[config.mk]
export PLATFORM = sky130hd
export DESIGN_NAME = fbc_vsync_regs
export DESIGN_NICKNAME = d
export VERILOG_FILES = /design/src/rtl/fbc_regs_pkg.sv /design/src/rtl/fbc_ctrl_bank.sv /design/src/rtl/fbc_vsync_pend.sv /design/src/rtl/fbc_vsync_regs.sv
export SDC_FILE = /design/constraint.sdc
export NUM_CORES = 1
export LEC_CHECK = 0
export ABC_AREA = 1
export BUFFER_PORTS_ARGS = -buffer_cell sky130_fd_sc_hd__buf_2
export CORE_UTILIZATION = 30
export DETAILED_ROUTE_END_ITERATION = 8
export PLACE_DENSITY = 0.5
export SLEW_MARGIN = 20
export SYNTH_ARGS = -nofsm -noshare
export SYNTH_HDL_FRONTEND = slang
export SYNTH_HIERARCHICAL = 1
export SYNTH_SLANG_ARGS = --single-unit
[constraint.sdc]
create_clock -name clk -period 4.7 [get_ports clk]
set_input_delay 0.705 -clock clk [delete_from_list [all_inputs] [get_ports clk]]
set_output_delay 0.705 -clock clk [all_outputs]
set_load 0.1 [all_outputs]
[src/rtl/fbc_regs_pkg.sv]
package fbc_regs_pkg;
   // byte offsets relative to the window (behaviour depends on them)
   localparam int unsigned CTRL_OFS    = 16;
   localparam int unsigned STAT_OFS    = 17;
   localparam int unsigned GEN_OFS     = 18;
   // bit positions
   localparam int unsigned ARM_BIT     = 7;
   localparam int unsigned PEND_BIT    = 7;
   // fixed identification bits ORed into the status read
   localparam logic [7:0]  STAT_ID     = 8'h61;
endpackage

[src/rtl/fbc_ctrl_bank.sv]
module fbc_ctrl_bank
   import fbc_regs_pkg::*;
#(
   parameter int unsigned ADDR_W  = 5,
   parameter int unsigned DATA_W  = 8,
   parameter int unsigned NUM_GEN = 14
) (
   input  logic              clk,
   input  logic              rst_n,
   input  logic              wr,
   input  logic [ADDR_W-1:0] addr,
   input  logic [DATA_W-1:0] wdata,
   output logic [DATA_W-1:0] ctrl_q,
   output logic [DATA_W-1:0] rd_data,
   output logic              rd_hit
);
   localparam logic [ADDR_W-1:0] CTRL_A = ADDR_W'(CTRL_OFS);

   logic [DATA_W-1:0] gen_q  [NUM_GEN];
   logic [NUM_GEN-1:0] gen_hit;

   always_ff @(posedge clk or negedge rst_n) begin
      if (!rst_n)                      ctrl_q <= '0;
      else if (wr && addr == CTRL_A)   ctrl_q <= wdata;
   end

   for (genvar g = 0; g < NUM_GEN; g++) begin : g_gen
      assign gen_hit[g] = (addr == ADDR_W'(GEN_OFS + g));
      always_ff @(posedge clk or negedge rst_n) begin
         if (!rst_n)                gen_q[g] <= '0;
         else if (wr && gen_hit[g]) gen_q[g] <= wdata;
      end
   end

   always_comb begin
      rd_data = '0;
      rd_hit  = 1'b0;
      if (addr == CTRL_A) begin
         rd_data = ctrl_q;
         rd_hit  = 1'b1;
      end
      for (int g = 0; g < NUM_GEN; g++) begin
         if (gen_hit[g]) begin
            rd_data = gen_q[g];
            rd_hit  = 1'b1;
         end
      end
   end
endmodule

[src/rtl/fbc_vsync_pend.sv]
module fbc_vsync_pend (
   input  logic clk,
   input  logic rst_n,
   input  logic frame_end,
   input  logic arm,
   input  logic clr,
   output logic pend
);
   logic set_now;
   assign set_now = frame_end & arm;

   // set has priority over a clear in the same cycle
   always_ff @(posedge clk or negedge rst_n) begin
      if (!rst_n)       pend <= 1'b0;
      else if (set_now) pend <= 1'b1;
      else if (clr)     pend <= 1'b0;
   end
endmodule

[src/rtl/fbc_vsync_regs.sv]
module fbc_vsync_regs
   import fbc_regs_pkg::*;
#(
   parameter int unsigned ADDR_W  = 5,
   parameter int unsigned DATA_W  = 8,
   parameter int unsigned NUM_GEN = 14
) (
   input  logic              clk,
   input  logic              rst_n,
   input  logic [ADDR_W-1:0] bus_addr,
   input  logic              bus_wr,
   input  logic [DATA_W-1:0] bus_wdata,
   output logic [DATA_W-1:0] bus_rdata,
   input  logic              frame_end,
   output logic              irq
);
   localparam logic [ADDR_W-1:0] STAT_A = ADDR_W'(STAT_OFS);

   initial begin
      if (DATA_W < 8) $error("DATA_W must be at least 8");
      if (GEN_OFS + NUM_GEN > (1 << ADDR_W)) $error("register window exceeds ADDR_W");
      if (NUM_GEN < 3) $error("NUM_GEN must cover cursor and video control bytes");
   end

   logic [DATA_W-1:0] ctrl_q;
   logic [DATA_W-1:0] bank_rd;
   logic              bank_hit;
   logic              int_en;
   logic              stat_wr;
   logic              pend;

   fbc_ctrl_bank #(
      .ADDR_W (ADDR_W),
      .DATA_W (DATA_W),
      .NUM_GEN(NUM_GEN)
   ) bank_i (
      .clk    (clk),
      .rst_n  (rst_n),
      .wr     (bus_wr),
      .addr   (bus_addr),
      .wdata  (bus_wdata),
      .ctrl_q (ctrl_q),
      .rd_data(bank_rd),
      .rd_hit (bank_hit)
   );

   assign int_en  = ctrl_q[ARM_BIT];
   assign stat_wr = bus_wr && (bus_addr == STAT_A);

   fbc_vsync_pend pend_i (
      .clk      (clk),
      .rst_n    (rst_n),
      .frame_end(frame_end),
      .arm      (int_en),
      .clr      (stat_wr),
      .pend     (pend)
   );

   assign irq = pend;

   always_comb begin
      if (bus_addr == STAT_A) begin
         bus_rdata = DATA_W'(STAT_ID);
         bus_rdata[PEND_BIT] = pend;
      end else if (bank_hit) begin
         bus_rdata = bank_rd;
      end else begin
         bus_rdata = '0;
      end
   end
endmodule

# == Word-level counts from Yosys, hierarchy flattened ==
# Index checks and enable logic that the tools add are counted.
# Widths: inputs -> output; s select.
# classes
n_eq_ne,16
mux,34
n_bitwise,1
reduce_logical,17
# op_table
operator,count
$mux 8,17
$eq 5x5->1 const B,16
$mux 1,17
$logic_and 1x1->1,16
$reduce_bool 2->1,1
$and 1x1->1,1
# word_totals
regBits,121
input_bits,17
output_inout_bits,9
word_cells,84

# == Depth between registers and ports, before layout ==
# logic_depth
ltp_word,18
ltp_mapped,15
ltp_nobuf,15

# == Hierarchy ==
# The synthesis kept the hierarchy.
# modules_own_cells
mod,n_inst,cells_each,area_per_inst_um2,seq_area_each_um2
fbc_ctrl_bank,1,658,5422.7,3002.9
fbc_vsync_regs,1,28,140.1,0.0
fbc_vsync_pend,1,5,40.0,25.0

# == Worst setup path after synthesis ==
# No wires, ideal clock.
# synth_path
path_kind,input to output
start,input bus_addr[3]
end,output bus_rdata[4]
t_arrival_ns,3.004
required_time_ns,3.995
slack_ns,0.991
stages,13
path_buffers,0
path_cell_list,inv_1 > nand3_4 > nor2_1 > nand2_1 > nand2_1 > nor2_1 > nand4_1 > nand2_1 > nand4_1 > nor2_1 > nor2_1 > nand2_1 > nor2_1
# synth_between
elab_chain_cells,18
elab_cells_between_ends,48
classes_between,16 x eq/ne; 32 x mux
# synth_lines
item,line,source
"start, declared",fbc_vsync_regs.sv:10,"input logic [ADDR_W-1:0] bus_addr,"
$eq 5x5->1,fbc_ctrl_bank.sv:38,if (addr == CTRL_A) begin
$mux 8,fbc_ctrl_bank.sv:38,
$mux 8 (13 in series),fbc_ctrl_bank.sv:43,if (gen_hit[g]) begin
$mux 8 *,fbc_ctrl_bank.sv:43,
via bank_rd[4],fbc_vsync_regs.sv:26,logic [DATA_W-1:0] bank_rd;
$mux 8 *,fbc_vsync_regs.sv:65,end else if (bank_hit) begin
$mux 8 *,fbc_vsync_regs.sv:62,if (bus_addr == STAT_A) begin
"end, declared",fbc_vsync_regs.sv:13,"output logic [DATA_W-1:0] bus_rdata,"
# Mark *: on every way through the listed nets, which the timed path passes. The rest lies on a longest branch.

# == Final worst setup path ==
# layout_path
start,input bus_addr[3]
end,output bus_rdata[7]
# Same word-level chain as after synthesis.

==> flow_metrics.env <==
export IMPL_outcome="complete, but fails checks"
export IMPL_violations="DRC"
export IMPL_final_util=0.3573
export IMPL_die_area_um2=19230
export IMPL_slew_viol_final=0
export IMPL_clock_sinks=121
export IMPL_wl_um=15520
export IMPL_avgSynthCellArea_um2=8.108
export IMPL_ys_ff_latch=121
export IMPL_synth_top_family_by_area="simple AND/OR/NAND/NOR gates"
export IMPL_regArea_um2=3028
export IMPL_fmax_ghz=0.2727
export IMPL_avgViaCountPerCell=4.866
export IMPL_cts_buffers=17
export IMPL_io_buffers=25
export IMPL_diodes=0
export IMPL_overflow=0
export IMPL_finalNetCount=728
export IMPL_synth_mux_area_frac=0.003573
export IMPL_layout_commonest_cell="nand2_1"
export IMPL_finalCriticalPeriod_ns=3.667
export IMPL_cts_max_level=4
export IMPL_hold_viol_final=0
export IMPL_yosysTopAreaCell="dfrtp_1"
export IMPL_syn_to_final_growth_pct=15.72
export IMPL_leakagePower_nw=3.117
export IMPL_clock_power_share=0.426
export IMPL_worst_ir_drop_vdd_mv=0.2527
export IMPL_fillCellCount=1885
export IMPL_required_ns=3.99
export IMPL_r2r_slack_ns=3.98
export IMPL_grt_max_degree=52
export IMPL_synthSimpleGateAreaFrac=0.2745
export IMPL_die_h_um=138.7
export IMPL_combinationalPowerShare=0.118
export IMPL_finalSetupViolCount=0
export IMPL_cts_max_path_buffers=2
export IMPL_synth_area_top_cells="dfrtp_1 54%, nand2_1 16%, o21ai_0 11%, nor2_1 3.1%, inv_1 2.7%"
export IMPL_cp_max_fo=8
export IMPL_critPathCaptureType="primary output"
export IMPL_route_detailed_drc=2
export IMPL_p_per_area_nw_per_um2=458.8
export IMPL_slew_headroom=0.4931
export IMPL_most_common_layout_cells="242 x nand2_1, 122 x o21ai_0, 121 x dfrtp_1"
export IMPL_coreArea_um2=18150
export IMPL_cp_arrival_ns=2.96
export IMPL_synthXorXnorAreaFrac=0
export IMPL_power_switching_w=0.0008213
export IMPL_antenna_found_initial=0
export IMPL_skew_ns=0.009753
export IMPL_finalPower_w=0.002974
export IMPL_fin_setup_tns_ns=0
export IMPL_io_pins=26
export IMPL_fin_crit_sh=0.7803
export IMPL_drtPass1Iterations=7
export IMPL_wl_per_cell_um=16.29
export IMPL_route_vias_total=4637
export IMPL_hpwl_um=10610
export IMPL_clk_latency_ns=0.42
export IMPL_die_w_um=138.7
export IMPL_path_clk_slew_ns=0.05
export IMPL_place_congestion=0.8670
export IMPL_cts_tree="yes"
export IMPL_multi_input_area_um2=2285
export IMPL_grt_pass1_wl_um=25550
export IMPL_synth_top_area_frac=0.5404
export IMPL_worst_slew_pin_slew_ns=0.7595
export IMPL_worstSetupStartpointType="primary input"
export IMPL_placed_cell_area_um2=5917
export IMPL_root_buffer="clkbuf_16"
export IMPL_syn_num_nets=708
export IMPL_synth_compound_area_share=0.1297
export IMPL_synth_cells=691
export IMPL_drtIter0Drc=328
export IMPL_swShare=0.2761
export IMPL_synth_warnings=6
export IMPL_seq_area_frac_synth=0.5404
export IMPL_post_cts_buffers=0
export IMPL_path_class="primary input to primary output"
export IMPL_hold_class="primary input to asynchronous set/reset pin"
export IMPL_final_antenna_net_count=0
export IMPL_rsz0062_at_grt="no"
export IMPL_cts_resized=0
export IMPL_syn_area_um2=5603
export IMPL_hold_buffers=0
export IMPL_power_frac_seq=0.455
export IMPL_first_global_vias=4503
export IMPL_p_int_w=0.002153
export IMPL_drive_above_1_share=0.1202
export IMPL_rows=49
export IMPL_start_util=0.3087
export IMPL_track_usage=0.1748
export IMPL_synth_distinct_cells=28
export IMPL_synthAdderAreaFrac=0
export IMPL_postLayoutCellArea_um2=6484
export IMPL_maxCapViolCount=0
power by group through the flow:
stage          registers [W]  clock network (W)  logic (W)
2_1_floorplan        0.00134                  0   0.000243
3_3_place_gp         0.00137                  0   0.000344
3_5_place_dp         0.00137                  0   0.000357
4_1_cts              0.00135            0.00129   0.000357
5_1_grt              0.00138            0.00135   0.000411
6_report             0.00135            0.00127   0.000352
registers in the layout, summed over array words and instances (netlist names):
register	count
bank_i/ctrl_q	8
bank_i/gen_q	112
pend_i/pend	1
metal layers:
metal  track usage  up-vias  share of wire
met5             0        -              0
met4       0.05088        0          0.011
met3       0.04006       17          0.035
met2        0.2749       94           0.46
met1        0.2405     2231           0.49
li1              -     2295              -
final timing paths:
path	startpoint	end	cells past startpoint
max	bus_addr[3]	bus_rdata[7]	17
min	rst_n	bank_i/gen_q[86]	1
max reg2reg	bank_i/gen_q[88]	bank_i/gen_q[88]	2
min reg2reg	bank_i/gen_q[55]	bank_i/gen_q[55]	2
max in group asynchronous	rst_n	bank_i/gen_q[19]	2
min in group clk	bank_i/gen_q[55]	bank_i/gen_q[55]	2
synth_stat cells:
library cell and instances:
o221a_2 2, nor2_2 7, nand2_2 7, nor2_4 3
mux2i_1 2, buf_4 2, inv_4 1, nand4_1 22
nor3_4 1, dfrtp_1 121, nand3_4 2, nor3b_1 2
buf_2 8, nand3_1 19, a22oi_1 2, a211oi_1 2
nand2_1 242, o21ai_0 122, nor3_1 1, a221oi_1 1
or2_2 5, o22ai_1 1, inv_1 40, a41oi_1 1
a21oi_1 8, nor2_1 46, inv_2 5, clkbuf_1 16
worst max-delay path: stages:
cell	delay, ns
buf_2	0.13
inv_1	0.19
nand3_4	0.16
nor2_2	0.29
inv_1	0.12
nor2_1	0.13
nor2_1	0.06
nand4_1	0.10
nand2_1	0.09
nand4_1	0.14
nor2_1	0.07
nor2_1	0.09
nand2_1	0.06
inv_1	0.10
nand2_2	0.05
nand2_1	0.05
buf_2	0.42
through the flow:
step / worst slack (ns) / hold WS [ns] / instances
global route: 0.7750 / 0.3681 / 953
global placement: 1.055 / 0.4628 / 921
finish: 1.033 / 0.3314 / 953
detailed placement: 1.032 / 0.4729 / 921
CTS: 1.032 / 0.3356 / 953
floorplan: 0.9912 / 0.4094 / 691
layout make-up:
class | instances | area share
Timing Repair Buffer | 27 | 0.02200
Tap cell | 229 | 0.04419
Multi-Input combinational cell | 498 | 0.3524
Clock inverter | 8 | 0.01467
Clock buffer | 24 | 0.07275
Sequential cell | 121 | 0.4670
Inverter | 46 | 0.02702
cell families after synthesis:
kind of cell           count (synthesis)
flip-flops                           121
multiplexers                           2
AND/OR/NAND/NOR                      357
buffers and inverters                 72
AO/OA/AOI/OAI                        139
Note: power is estimated with default switching activity, not from simulation.
